`src/rtl/scan_list_pkg.sv`:
```
package scan_list_pkg;

    localparam int CHAN_W  = 4;
    localparam int GCODE_W = 2;
    localparam int GMULT_W = 10;

    typedef logic [GCODE_W-1:0] gcode_t;

    typedef struct packed {
        logic [CHAN_W-1:0] chan;
        gcode_t            gain;
    } scan_entry_t;

    function automatic logic [GMULT_W-1:0] gain_factor(input logic low_range, input gcode_t code);
        logic [GMULT_W-1:0] f;
        if (low_range) begin
            case (code)
                2'd0:    f = 10'd1;
                2'd1:    f = 10'd10;
                2'd2:    f = 10'd100;
                default: f = 10'd500;
            endcase
        end else begin
            f = 10'd1 << code;
        end
        return f;
    endfunction

endpackage

```
`src/rtl/scan_list_mem.sv`:
```
module scan_list_mem
    import scan_list_pkg::*;
#(
    parameter int DEPTH = 64,
    localparam int AW   = (DEPTH > 1) ? $clog2(DEPTH) : 1
) (
    input  logic        clk,
    input  logic        rst,
    input  logic        we,
    input  logic [AW-1:0] waddr,
    input  scan_entry_t wdata,
    input  logic        re,
    input  logic [AW-1:0] raddr,
    output scan_entry_t rdata
);

    scan_entry_t store [DEPTH];

    always_ff @(posedge clk) begin
        if (we) begin
            store[waddr] <= wdata;
        end
    end

    always_ff @(posedge clk) begin
        if (rst) begin
            rdata <= '0;
        end else if (re) begin
            rdata <= store[raddr];
        end
    end

endmodule

```
`src/rtl/scan_list_ctrl.sv`:
```
module scan_list_ctrl #(
    parameter int DEPTH = 64,
    localparam int AW   = (DEPTH > 1) ? $clog2(DEPTH) : 1
) (
    input  logic          clk,
    input  logic          rst,
    input  logic          start,
    input  logic          stop,
    input  logic          conv_req,
    input  logic          wr_en,
    input  logic          len_we,
    input  logic [AW-1:0] len_val,
    output logic          running,
    output logic          accept,
    output logic          mem_we,
    output logic [AW-1:0] rd_ptr,
    output logic [AW-1:0] idx_q,
    output logic          end_q,
    output logic          reject
);

    localparam logic [AW:0]   LAST_MAX = (AW+1)'(DEPTH - 1);

    logic [AW-1:0] last_q;
    logic          at_last;

    assign accept  = running && conv_req && !start;
    assign mem_we  = wr_en && !running;
    assign at_last = (rd_ptr == last_q);

    always_ff @(posedge clk) begin
        if (rst) begin
            running <= 1'b0;
            rd_ptr  <= '0;
            last_q  <= '0;
            idx_q   <= '0;
            end_q   <= 1'b0;
            reject  <= 1'b0;
        end else begin
            reject <= running && (wr_en || len_we);
            end_q  <= accept && at_last;
            if (accept) begin
                idx_q <= rd_ptr;
            end
            if (start) begin
                running <= 1'b1;
            end else if (stop) begin
                running <= 1'b0;
            end
            if (start) begin
                rd_ptr <= '0;
            end else if (accept) begin
                rd_ptr <= at_last ? '0 : rd_ptr + 1'b1;
            end
            if (len_we && !running) begin
                last_q <= ({1'b0, len_val} > LAST_MAX) ? LAST_MAX[AW-1:0] : len_val;
            end
        end
    end

endmodule

```
`src/rtl/scan_list_seq.sv`:
```
module scan_list_seq
    import scan_list_pkg::*;
#(
    parameter int   LIST_DEPTH = 64,
    parameter logic LOW_RANGE  = 1'b0,
    localparam int  AW         = (LIST_DEPTH > 1) ? $clog2(LIST_DEPTH) : 1
) (
    input  logic          clk,
    input  logic          rst,
    input  logic          wr_en,
    input  logic [AW-1:0] wr_addr,
    input  logic [3:0]    wr_chan,
    input  logic [1:0]    wr_gain,
    input  logic          len_we,
    input  logic [AW-1:0] len_last,
    input  logic          start,
    input  logic          stop,
    input  logic          conv_req,
    output logic          running,
    output logic [3:0]    mux_sel,
    output logic [1:0]    gain_sel,
    output logic [9:0]    gain_mult,
    output logic [AW-1:0] entry_idx,
    output logic          scan_end,
    output logic          wr_reject
);

    logic          accept;
    logic          mem_we;
    logic [AW-1:0] rd_ptr;
    scan_entry_t   wentry;
    scan_entry_t   shown;

    assign wentry.chan = wr_chan;
    assign wentry.gain = wr_gain;

    scan_list_ctrl #(.DEPTH(LIST_DEPTH)) u_ctrl (
        .clk      (clk),
        .rst      (rst),
        .start    (start),
        .stop     (stop),
        .conv_req (conv_req),
        .wr_en    (wr_en),
        .len_we   (len_we),
        .len_val  (len_last),
        .running  (running),
        .accept   (accept),
        .mem_we   (mem_we),
        .rd_ptr   (rd_ptr),
        .idx_q    (entry_idx),
        .end_q    (scan_end),
        .reject   (wr_reject)
    );

    scan_list_mem #(.DEPTH(LIST_DEPTH)) u_mem (
        .clk   (clk),
        .rst   (rst),
        .we    (mem_we),
        .waddr (wr_addr),
        .wdata (wentry),
        .re    (accept),
        .raddr (rd_ptr),
        .rdata (shown)
    );

    assign mux_sel   = shown.chan;
    assign gain_sel  = shown.gain;
    assign gain_mult = gain_factor(LOW_RANGE, shown.gain);

endmodule

```
`config.mk`:
```
export PLATFORM = sky130hd
export DESIGN_NAME = scan_list_seq
export DESIGN_NICKNAME = d
export VERILOG_FILES = /design/src/rtl/scan_list_pkg.sv /design/src/rtl/scan_list_mem.sv /design/src/rtl/scan_list_ctrl.sv /design/src/rtl/scan_list_seq.sv
export SDC_FILE = /design/constraint.sdc
export NUM_CORES = 1
export LEC_CHECK = 0
export ABC_AREA = 1
export BUFFER_PORTS_ARGS = -buffer_cell sky130_fd_sc_hd__buf_2
export CORE_ASPECT_RATIO = 0.6
export CORE_MARGIN = 4
export CORE_UTILIZATION = 45
export CTS_CLUSTER_DIAMETER = 80
export CTS_CLUSTER_SIZE = 16
export DETAILED_ROUTE_END_ITERATION = 10
export PLACE_DENSITY = 0.67
export SKIP_CTS_REPAIR_TIMING = 1
export SYNTH_ARGS = -nofsm -noshare
export SYNTH_HDL_FRONTEND = slang
export SYNTH_HIERARCHICAL = 1
export SYNTH_SLANG_ARGS = --single-unit
```
`constraint.sdc`:
```
create_clock -name clk -period 2.7 [get_ports clk]
set_input_delay 0 -clock clk [delete_from_list [all_inputs] [get_ports clk]]
set_output_delay 0 -clock clk [all_outputs]
set_load 0.005 [all_outputs]
```
# [Word level (Yosys, flattened, before mapping)]
# Memory sizes are Yosys's and may differ from the RTL's. A register that Yosys moved wholly into a read port is not among the register bits.
# Index checks and enable logic that the tools add are counted.
# W data, S select, Z words.
[totals] regBits=21 mem_bits_rw=384 in_bits=25 out_inout_bits=25 memories=1
[memory_table] memory="u_mem.store" words=64 width=6 rd=1 rd_ports_with_merged_regs=1 write_ports=1 line="scan_list_mem.sv:17" source="scan_entry_t store [DEPTH];"
[classes] addsub=1 n_eq_ne=1 shift=1 n_mux=5 reduce_logical=11
[op_table] op="$shl A1 B2 Y10 const A" n=1
[op_table] op="$add A6 B1 Y6 const B" n=1
[op_table] op="$eq A6 B6 Y1" n=1
[op_table] op="$logic_and A1 B1 Y1" n=6
[op_table] op="$mux W6" n=1
[op_table] op="$mux W1" n=4
[op_table] op="$logic_not A1 Y1" n=2
[op_table] op="$reduce_bool A2 Y1" n=1
[op_table] op="$reduce_or A2 Y1" n=1
[op_table] op="$logic_or A1 B1 Y1" n=1

# [Depth between registers and ports, before layout]
[logic_depth] depth_word=4 ltp_mapped=13

# [Hierarchy]
# The synthesis kept the hierarchy.
[modules_own_cells] module="scan_list_mem" instances=1 cells_per_inst=1377 area_per_inst_um2=15954.1 seq_area_each_um2=11651.2
[modules_own_cells] module="scan_list_ctrl" instances=1 cells_per_inst=134 area_per_inst_um2=975.9 seq_area_each_um2=420.4
[modules_own_cells] module="scan_list_seq" instances=1 cells_per_inst=14 area_per_inst_um2=75.1 seq_area_each_um2=0.0

# [Worst setup path after synthesis]
# OpenSTA, ideal clock, no wires.
[synth_path] path_kind="register to register" from="reg u_ctrl.running" to="mem u_mem/store[48][0] (netlist name) (enable)" setup_ns=0.386 t_arrival_ns=1.656 path_slack_ns=0.658 stages_incl_launch_ff=5 period_less_slack_ns=2.042 cell_sequence="dfxtp_1 -> nor2_1 -> clkbuf_1 -> nand4_1 -> nor4_1"
[synth_between] elab_chain_cells=4
[synth_lines] item="start, declared" line="scan_list_ctrl.sv:13" source="output logic running,"
[synth_lines] item="start signal, assigned" line="scan_list_ctrl.sv:33" source="running <= 1'b0;"
[synth_lines] item="start signal, assigned" line="scan_list_ctrl.sv:46" source="running <= 1'b1;"
[synth_lines] item="start signal, assigned" line="scan_list_ctrl.sv:48" source="running <= 1'b0;"
[synth_lines] item="$logic_not A1 Y1" line="scan_list_ctrl.sv:28" source="assign mem_we = wr_en && !running;"
[synth_lines] item="$logic_and A1 B1 Y1" line="scan_list_ctrl.sv:28"
[synth_lines] item="named net mem_we" line="scan_list_seq.sv:29" source="logic mem_we;"
[synth_lines] item="$mux W1" line="scan_list_mem.sv:20" source="if (we) begin"
[synth_lines] item="$mux W1 (not written as such)" line="scan_list_mem.sv:21" source="store[waddr] <= wdata;"
[synth_lines] item="end, declared" line="scan_list_mem.sv:17"
# The timed path passes the listed nets, and every way through them passes these cells.

# [Worst setup path after layout]
[layout_path] from="reg u_ctrl.rd_ptr[0]" to="reg u_ctrl.end_q"
[layout_between] elab_chain_cells=2
[layout_lines] item="start, declared" line="scan_list_ctrl.sv:16" source="output logic [AW-1:0] rd_ptr,"
[layout_lines] item="start signal, assigned" line="scan_list_ctrl.sv:53" source="rd_ptr <= at_last ? '0 : rd_ptr + 1'b1;"
[layout_lines] item="$eq A6 B6 Y1" line="scan_list_ctrl.sv:29" source="assign at_last = (rd_ptr == last_q);"
[layout_lines] item="$logic_and A1 B1 Y1" line="scan_list_ctrl.sv:41" source="end_q <= accept && at_last;"
[layout_lines] item="end signal, assigned" line="scan_list_ctrl.sv:41"
[layout_lines] item="end, declared" line="scan_list_ctrl.sv:18" source="output logic end_q,"
# No other way between the ends.
# A chain may end at the register's enable or synchronous reset.

==> summary.txt <==
Power and ir drop
  • Psw: 2.45 mW
  • Total power: 11.6 mW
  • Net Sw Frac: 21.1%
  • Register share of total power: 60.5%
  • Combinational Power Share: 3.9%
  • Internal Dissipation: 9.13 mW
  • Pwr per Cell Area: about 600 nW/um^2
  • Maximum VDD drop: 0.634 mV
  • Clk pwr share: 35.6%
  • Leak pwr: 6.91 nW

Detailed routing
  • Avg Vias per Cell: 5.52
  • DR iter-0 viols: 1,467
  • 1st-pass router iterations: 5
  • Antenna Nets Post-Route: 0
  • Drt wl/cell: 20.5 um
  • Total Routed Length: 43,700 um
  • # DRC: 0
  • Total number of vias: 11,800

STA
  • Final hold violations: 0
  • Worst-margin pin slew: about 1.2 ns
  • Final hold slack: between 0.006 and 0.007 ns
  • Period utilization: 96.7%
  • Fmax: 383 MHz
  • Setup TNS: 0 ns
  • Rel. slew slack: between 20% and 30%
  • Max Transition Viols Final: 0
  • Setup-failing EPs final: 0
  • Clk_skew: 0.0160 ns
  • Fin crit period: 2.61 ns

Worst hold path
  • Min-delay worst type: input pin to register

Setup path
  • Crit path buf inv count: 4
  • CP endpoint kind: register
  • CP Class: register to register
  • Family with the most delay on the worst path: buffers and inverters
  • Top cell by count, worst path: nand2_1
  • Crit path largest cell delay: 0.59 ns
  • Worst-path maximum fanout: 53
  • Critical path cell sequence: buf_12 > buf_4 > inv_1 > nand2_1 > nand2_1 > nor2_1 > nand2_1 > nor3_1 > dlygate4sd3_1
  • Worst EP required: 3.21 ns
  • Crit path launch type: register
  • Crit path max-delay cell type: dlygate4sd3_1
  • Crit path DAT: about 3.1 ns

Logic synthesis
  • YS warnings: 6
  • Post-Syn Area: 17,000 um^2
  • Synth Area per Inst: ~11 um^2
  • Mapped Cells: 1,525
  • Register area share after synthesis: roughly 70%
  • Distinct cells, synth: 28
  • Flops & latches, synth: a little over 400

Global routing
  • GRT Overall Usage: 20.9%
  • Number of global-route vias before repair: 10,800
  • Largest net degree at the start of global routing: 65
  • GRT overflow: 0
  • Initial antenna violation count: 2
  • Global-route wire length before repair: ~66,000 um

Placed design
  • Final GP Congestion: between 0.8 and 0.9
  • Port bufs: 43
  • Placed cell areas: about 18,000 um^2
  • Detailed placer's ending HPWL: 27,600 um

Floorplan
  • Die area: 41,100 um^2
  • Core Area: around 37,000 um^2
  • Initial Util: 46.2%
  • Die W: around 260 um
  • Core Rows: 54
  • I/O Pins: 50
  • Die height: 159 um

Run
  • Maxcap violations: 0

Layout
  • Nets: 1,631
  • Proportion of layout cells with a drive suffix above 1: 10.1%
  • Fin area: 19,100 um^2
  • Layout area overhead: 12.1%

Clock tree
  • H-tree depth: 1
  • # clock sinks: between 400 and 500
  • Clk pin slew, worst setup/hold paths: 0.08 ns
  • TritonCTS clock tree: built
  • Clock buffer depth: 3
  • CTS root buf: clkbuf_16
  • Clk_lat worst skew: between 0.5 and 0.6 ns
  • Total CTS buffers: 29

Outcome
  • Status: finished, final reports clean
power groups by stage:
| stage | clock [mW] | sequential [mW] | combinational [mW] |
|---|---|---|---|
| detailed placement | 0 | 7.15 | 0.423 |
| finish | 4.12 | 7.00 | 0.447 |
| CTS | 4.18 | 7.00 | 0.425 |
| floorplan | 0 | 7.14 | 0.205 |
| global placement | 0 | 7.15 | 0.417 |
| global route | 4.43 | 7.01 | 0.492 |
cell families (layout without fill, tap and decap cells):
logic type / after synthesis / count (layout) / synth area share [%]
DFF: 411 / 411 / 71.0
buffers and inverters: 139 / 236 / 3.86
and+or+nand+nor: 944 / 944 / 24.1
adders and majority gates: 1 / 1 / 0.0736
other: 1 / 7 / 0.0221
AOI/OAI and AO/OA: 28 / 28 / 0.898
xor gates and xnor gates: 1 / 1 / 0.0515
flip-flops by register name (all words and copies together), names as in the netlist:
name and flops:
u_ctrl/running 1, u_ctrl/reject 1, u_mem/store 384, u_mem/rdata 6, u_ctrl/idx_q 6, u_ctrl/last_q 6
u_ctrl/rd_ptr 6, u_ctrl/end_q 1
final timing paths:
check	startpoint	cells past startpoint	slack [ns]	end
min reg2reg	u_ctrl/idx_q[0]	2	0.48	u_ctrl/idx_q[0]
max reg2reg	u_ctrl/rd_ptr[0]	9	0.09	u_ctrl/end_q
min	wr_addr[1]	3	0.007	u_mem/store[49][2]
max	u_ctrl/rd_ptr[0]	9	0.09	u_ctrl/end_q
through the flow:
| stage | cells | utilization [%] | setup slack (ns) |
|---|---|---|---|
| floorplan | 1530 | - | 0.658 |
| global placement | 2061 | 49.1 | 0.394 |
| detailed placement | 2061 | 49.1 | 0.424 |
| CTS | 2114 | 51.3 | 0.405 |
| global route | 2131 | 51.8 | -0.0255 |
| finish | 2132 | 51.8 | 0.0878 |
worst min-delay path, cell delays in order:
cell and delay, ns:
buf_2 0.17, nor4_1 0.07, buf_4 0.16
metal layers:
layer	global-route usage, %	vias to the layer above	share of wire (%)	routed length, um
met4	4.08	4	1.9	816
met5	0	-	0.053	23
met2	28.7	570	41	17700
met3	5.28	64	12	5070
met1	33.5	5683	46	20100
li1	-	5456	-	-
cell type report:
class                           count  area [um^2]
Sequential cell                   411        12100
Clock inverter                      1         6.26
Antenna cell                        1         2.50
Tap cell                          504          631
Inverter                           45          174
Clock buffer                       52          812
Fill cell                        3231        17800
Timing Repair Buffer              138         1060
Multi-Input combinational cell    980         4300
cell usage in the layout, fill, tap and decap left out, drive strengths merged:
master and instances:
nand4 11, a21oi 13, nor4 8, xor2 1, conb 6, clkbuf 52
diode 1, edfxtp 384, ha 1, nor2 85, inv 46, o22ai 1
dlygate4sd3 17, nand2 475, o21ai 14, nor3 1, nand3 364, dfxtp 27
buf 121
cells in the mapped netlist (all sizes together):
master / number / area share [%]
conb: 1 / 0.022
nor4: 8 / 0.29
nand2: 475 / 11
o21ai: 14 / 0.48
nor3: 1 / 0.029
xor2: 1 / 0.052
inv: 45 / 0.99
edfxtp: 384 / 68
o22ai: 1 / 0.037
dfxtp: 27 / 3.2
nand3: 364 / 11
nor2: 85 / 2.0
clkbuf: 18 / 0.40
a21oi: 13 / 0.38
ha: 1 / 0.074
buf: 76 / 2.5
nand4: 11 / 0.40
No activity file was read; power rests on OpenSTA's default activity.
